===== config.mk =====
export PLATFORM = sky130hd
export DESIGN_NAME = blc_loop
export DESIGN_NICKNAME = d
export VERILOG_FILES = /design/src/rtl/blc_pkg.sv /design/src/rtl/blc_err_scale.sv /design/src/rtl/blc_accum.sv /design/src/rtl/blc_therm.sv /design/src/rtl/blc_loop.sv
export SDC_FILE = /design/constraint.sdc
export NUM_CORES = 1
export LEC_CHECK = 0
export BUFFER_PORTS_ARGS = -buffer_cell sky130_fd_sc_hd__buf_2
export CAP_MARGIN = 25
export CORE_AREA = 2 2 219 221
export CTS_CLUSTER_DIAMETER = 60
export DETAILED_ROUTE_END_ITERATION = 8
export DIE_AREA = 0 0 221 223
export PLACE_DENSITY = 0.44
export REMOVE_ABC_BUFFERS = 1
export SETUP_SLACK_MARGIN = 0.4
export SLEW_MARGIN = 15
export SYNTH_ARGS = -nofsm -noshare
export SYNTH_HDL_FRONTEND = slang
export SYNTH_SLANG_ARGS = --single-unit
export TNS_END_PERCENT = 1

===== constraint.sdc =====
create_clock -name clk_i -period 5.7 [get_ports clk_i]
set_input_delay 1.14 -clock clk_i [delete_from_list [all_inputs] [get_ports clk_i]]
set_output_delay 1.14 -clock clk_i [all_outputs]
set_load 0.02 [all_outputs]

===== src/rtl/blc_pkg.sv =====
package blc_pkg;
   localparam int BLC_PIX_W    = 13;
   localparam int BLC_ACC_W    = 16;
   localparam int BLC_CODE_W   = 9;
   localparam int BLC_SEL_W    = 2;
   localparam int BLC_TARGET   = 64;
endpackage


===== src/rtl/blc_err_scale.sv =====
module blc_err_scale #(
   parameter int PIX_W  = blc_pkg::BLC_PIX_W,
   parameter int SEL_W  = blc_pkg::BLC_SEL_W,
   parameter int TARGET = blc_pkg::BLC_TARGET,
   localparam int ERR_W = PIX_W + 1
) (
   input  logic [PIX_W-1:0]        pix_i,
   input  logic [SEL_W-1:0]        sel_i,
   output logic signed [ERR_W-1:0] delta_o
);
   localparam int NSTEP = 1 << SEL_W;
   localparam logic [PIX_W-1:0] TGT = PIX_W'(TARGET);

   logic signed [ERR_W-1:0] raw;
   logic signed [ERR_W-1:0] step [NSTEP];

   // signed error: target minus measured level
   assign raw = $signed({1'b0, TGT}) - $signed({1'b0, pix_i});

   // one arithmetic shift per selectable loop gain
   for (genvar k = 0; k < NSTEP; k++) begin : g_step
      assign step[k] = raw >>> k;
   end

   assign delta_o = step[sel_i];
endmodule


===== src/rtl/blc_accum.sv =====
module blc_accum #(
   parameter int ACC_W  = blc_pkg::BLC_ACC_W,
   parameter int CODE_W = blc_pkg::BLC_CODE_W,
   parameter int ERR_W  = blc_pkg::BLC_PIX_W + 1
) (
   input  logic                    clk_i,
   input  logic                    rst_ni,
   input  logic                    step_i,
   input  logic                    wr_i,
   input  logic [CODE_W-1:0]       wdata_i,
   input  logic signed [ERR_W-1:0] delta_i,
   output logic [ACC_W-1:0]        acc_o
);
   localparam int SUM_W = ACC_W + 2;
   localparam int LOW_W = ACC_W - CODE_W;
   localparam logic [ACC_W-1:0] MID = ACC_W'(1) << (ACC_W - 1);
   localparam logic [ACC_W-1:0] TOP = '1;

   logic [ACC_W-1:0]        acc_q;
   logic [ACC_W-1:0]        acc_d;
   logic [ACC_W-1:0]        clip;
   logic signed [SUM_W-1:0] sum;

   assign sum = $signed({2'b00, acc_q})
              + $signed({{(SUM_W-ERR_W){delta_i[ERR_W-1]}}, delta_i});

   // saturate: sign bit means below zero, next bit means above full scale
   always_comb begin
      if (sum[SUM_W-1])      clip = '0;
      else if (sum[ACC_W])   clip = TOP;
      else                   clip = sum[ACC_W-1:0];
   end

   // register write wins over a loop update in the same cycle
   always_comb begin
      acc_d = acc_q;
      if (wr_i)         acc_d = {wdata_i, {LOW_W{1'b0}}};
      else if (step_i)  acc_d = clip;
   end

   always_ff @(posedge clk_i or negedge rst_ni) begin
      if (!rst_ni) acc_q <= MID;
      else         acc_q <= acc_d;
   end

   assign acc_o = acc_q;
endmodule


===== src/rtl/blc_therm.sv =====
module blc_therm #(
   parameter int CODE_W  = blc_pkg::BLC_CODE_W,
   localparam int LINES  = (1 << CODE_W) - 1
) (
   input  logic [CODE_W-1:0] code_i,
   output logic [LINES-1:0]  therm_o
);
   for (genvar i = 0; i < LINES; i++) begin : g_line
      assign therm_o[i] = (code_i > CODE_W'(i));
   end
endmodule


===== src/rtl/blc_loop.sv =====
module blc_loop #(
   parameter int PIX_W  = blc_pkg::BLC_PIX_W,
   parameter int ACC_W  = blc_pkg::BLC_ACC_W,
   parameter int CODE_W = blc_pkg::BLC_CODE_W,
   parameter int SEL_W  = blc_pkg::BLC_SEL_W,
   parameter int TARGET = blc_pkg::BLC_TARGET,
   localparam int LINES = (1 << CODE_W) - 1
) (
   input  logic              clk_i,
   input  logic              rst_ni,
   input  logic [PIX_W-1:0]  pix_i,
   input  logic              blk_i,
   input  logic              upd_i,
   input  logic              loop_en_i,
   input  logic [SEL_W-1:0]  gain_sel_i,
   input  logic              reg_wr_i,
   input  logic [CODE_W-1:0] reg_wdata_i,
   output logic [CODE_W-1:0] reg_rdata_o,
   output logic [CODE_W-1:0] code_o,
   output logic [LINES-1:0]  therm_o
);
   localparam int ERR_W = PIX_W + 1;

   initial begin
      assert (ACC_W > CODE_W) else $error("ACC_W must exceed CODE_W");
      assert (ACC_W + 2 > ERR_W) else $error("ACC_W too narrow for pixel error");
      assert (TARGET < (1 << PIX_W)) else $error("TARGET outside pixel range");
      assert (SEL_W >= 1 && SEL_W <= 4) else $error("SEL_W out of range");
   end

   logic signed [ERR_W-1:0] delta;
   logic [ACC_W-1:0]        acc_q;
   logic                    step;

   assign step = upd_i & blk_i & loop_en_i;

   blc_err_scale #(.PIX_W(PIX_W), .SEL_W(SEL_W), .TARGET(TARGET)) u_err (
      .pix_i   (pix_i),
      .sel_i   (gain_sel_i),
      .delta_o (delta)
   );

   blc_accum #(.ACC_W(ACC_W), .CODE_W(CODE_W), .ERR_W(ERR_W)) u_acc (
      .clk_i   (clk_i),
      .rst_ni  (rst_ni),
      .step_i  (step),
      .wr_i    (reg_wr_i),
      .wdata_i (reg_wdata_i),
      .delta_i (delta),
      .acc_o   (acc_q)
   );

   assign code_o      = acc_q[ACC_W-1 -: CODE_W];
   assign reg_rdata_o = code_o;

   blc_therm #(.CODE_W(CODE_W)) u_therm (
      .code_i  (code_o),
      .therm_o (therm_o)
   );
endmodule


==> metrics.cfg <==
[global_route]
antenna_found_initial=1
track_usage=0.225
grt_max_degree=68
grt_pass1_wl_um=81300
grt.overflow.total=0
grt_pass1_vias=10400

[synthesis]
ys_warn_count=0
synth_cell_types=64
synth-simple-area-share=0.277
ys_ff_latch=16
synth_top_area_frac=0.173
yosys-top-cells-area=o21ai_0, nand2_1, nor2_1, a21oi_1, clkbuf_1
synth_compound_area_frac=0.459
synth_largest_area_cell=o21ai_0
seq_area_frac_synth=0.0602
async_flop_share=1.00
synthFlopType=dfrtp_1
syn_area_per_cell_um2=5.52
syn_area_um2=6670
synthMuxAreaShare=0.0124
synth_xor_area_frac=0.0261
synth_top_family_by_area=compound AO/OA/AOI/OAI gates
synth_enable_flop_cells=0
synthCells=1209
yosys.area_share.adder=0.0368

[finish]
n_antenna_cell=0
final_common_cell=buf_2
n_fill_cell=5494
nets=1719
final_cells=2284
final_cell_mix=buf_2, o21ai_0, nand2_1, nor2_1, a21oi_1
drive_above_1_share=0.401
syn_to_final_growth_pct=51.0
largest_reg_flops=16

[floorplan]
core_area_um2=47100
die_w_um=221
io_pins=559
die_h_um=223
start_util=0.141
rows=80
die_area_um2=49300

[critical_path]
crit_path_end_kind=flip-flop
worstSetupPathType=input port to flip-flop
required_ps=5860
cp_slowest_cell=or4_4
r2r_slack_ps=2130
cp_data_arrival_time_ps=5090
path_max_fanout=16
worstSetupStartpointType=input port
worstPathCellList=buf_2 > nor2_1 > buf_4 > nand3_1 > a21o_1 > nand2b_1 > nor2_1 > a21oi_1 > mux2_2 > ha_1 > nand4_1 > or4_4 > a211oi_2 > a221oi_2 > xnor2_1 > or3_1 > buf_4 > o21ai_0
cpPeakStageDelay_ps=550

[power_and_ir_drop]
leakage_nw=5.03
ir_worst_vdd_uv=117
cellPowerDensity_nw_per_um2=261

[route]
num_vias=11700
wl_um=60500
route.detailed.drc=0
initialDrtViolationCount=1121
drtAntennaViolNets=0
avgRoutedWirePerCell_um=26.5
drt-pass1-iter-count=5
avgViaCountPerCell=5.12

[clocking]
htreeDepth=1
cts_tree=built
cts-buffers-inserted=3
clk_pin_slew_worst_paths_ps=50
cts_buffer_depth=2
clock-sinks=16
post_cts_buffers=0
postCtsHoldBufs=0
clk_latency_ps=250
root_buffer=clkbuf_16

[timing]
rsz0062_at_grt=no
setup_tns_ps=0
min_period_ps=4930
drv_slew=0
fmax_ghz=0.203
skew_ps=5.31
setup_viol=0
hold_viol_final=0
slew-limit-headroom=0.323
tightest_slew_ps=1010
fin_crit_sh=0.865

[place]
placed_cells=2279
io_buffers=558
gp_congestion=0.927
hpwl_um=46100

[run_status]
status=finished clean

[hold_path]
hp-class=flip-flop to flip-flop

[flow_run]
maxCapViolCount=0

-- layer usage --
metal,GRT usage,wire length (um),up-vias
met2,0.394,29500,725
li1,-,-,5093
met5,0,31,-
met3,0.0558,5360,88
met4,0.0409,1260,2
met1,0.280,24200,5791
-- cells in the mapped netlist, drive strengths merged, types with 2 or more instances --
cell type / instances
a31oi: 13
a22o: 2
nand3b: 2
a21o: 19
o211ai: 9
nor3b: 3
nand2b: 9
o22ai: 12
or3: 5
or2: 11
and2: 11
mux2: 2
o21ai: 244
xnor2: 13
dfrtp: 15
nand4b: 2
nor2b: 7
a21oi: 126
nand2: 175
inv: 35
a22oi: 9
a211oi: 8
nor3: 14
and3: 3
o31a: 2
xor2: 6
o21a: 10
a31o: 2
o31ai: 5
nor2: 168
nand3: 21
buf: 38
o21bai: 50
ha: 18
a21boi: 4
clkbuf: 114
mux2i: 6
nand4: 4
-- layout make-up --
class	instances	area (um^2)	share of cell area
Sequential cell	16	405	0.0403
Clock buffer	4	78.8	0.00783
Timing Repair Buffer	609	3190	0.317
Tap cell	615	769	0.0764
Multi-Input combinational cell	1004	5480	0.545
Inverter	36	138	0.0137
-- report_power, final --
part / internal [W] / switching, W
registers: 0.000125 / 0.0000533
clock network: 0.0000949 / 0.0000454
logic: 0.000623 / 0.00169
total: 0.000842 / 0.00178
-- worst paths after layout --
kind	cells after the start	endpoint	startpoint
min in group asynchronous	1	u_acc.acc_o[0]	rst_ni
worst min register to register	2	u_acc.acc_o[6]	u_acc.acc_o[6]
worst min-delay path	2	u_acc.acc_o[6]	u_acc.acc_o[6]
max in group asynchronous	1	u_acc.acc_o[15]	rst_ni
worst max register to register	10	u_acc.acc_o[1]	u_acc.acc_o[8]
worst max-delay path	18	u_acc.acc_o[1]	pix_i[2]
-- per-stage QoR --
| stage | worst slack [ps] | cell area [um^2] | utilization | total power, W | hold slack (ps) |
|---|---|---|---|---|---|
| after floorplan | 151 | 5950 | - | 0.00146 | 456 |
| after detailed placement | 285 | 9960 | 0.211 | 0.00247 | 485 |
| after CTS | 528 | 10000 | 0.213 | 0.00261 | 497 |
| after global placement | 394 | 9930 | 0.211 | 0.00247 | 488 |
| final | 769 | 10100 | 0.214 | 0.00263 | 495 |
| after global routing | 485 | 10100 | 0.214 | 0.00275 | 517 |
-- worst max-delay path: cells and delay by family --
family | cells | cell delay, ps
muxes | 1 | 290
xor gates and xnor gates | 1 | 130
adders and majority gates | 1 | 370
and+or+nand+nor | 7 | 1660
buffers and inverters | 3 | 520
AOI/OAI and AO/OA | 5 | 970
-- repair_timing --
action                                  CTS  global route
gates resized for setup                   0             3
endpoints found under the setup margin    0            16
endpoints found under the hold margin     0             0
-- kinds of logic after synthesis --
| family | after synthesis |
|---|---|
| DFF | 16 |
| and+or+nand+nor | 436 |
| buffers and inverters | 189 |
| AOI/OAI and AO/OA | 522 |
| xor gates and xnor gates | 19 |
| adders and majority gates | 19 |
| muxes | 8 |
Power figures use the tool's default switching activity.
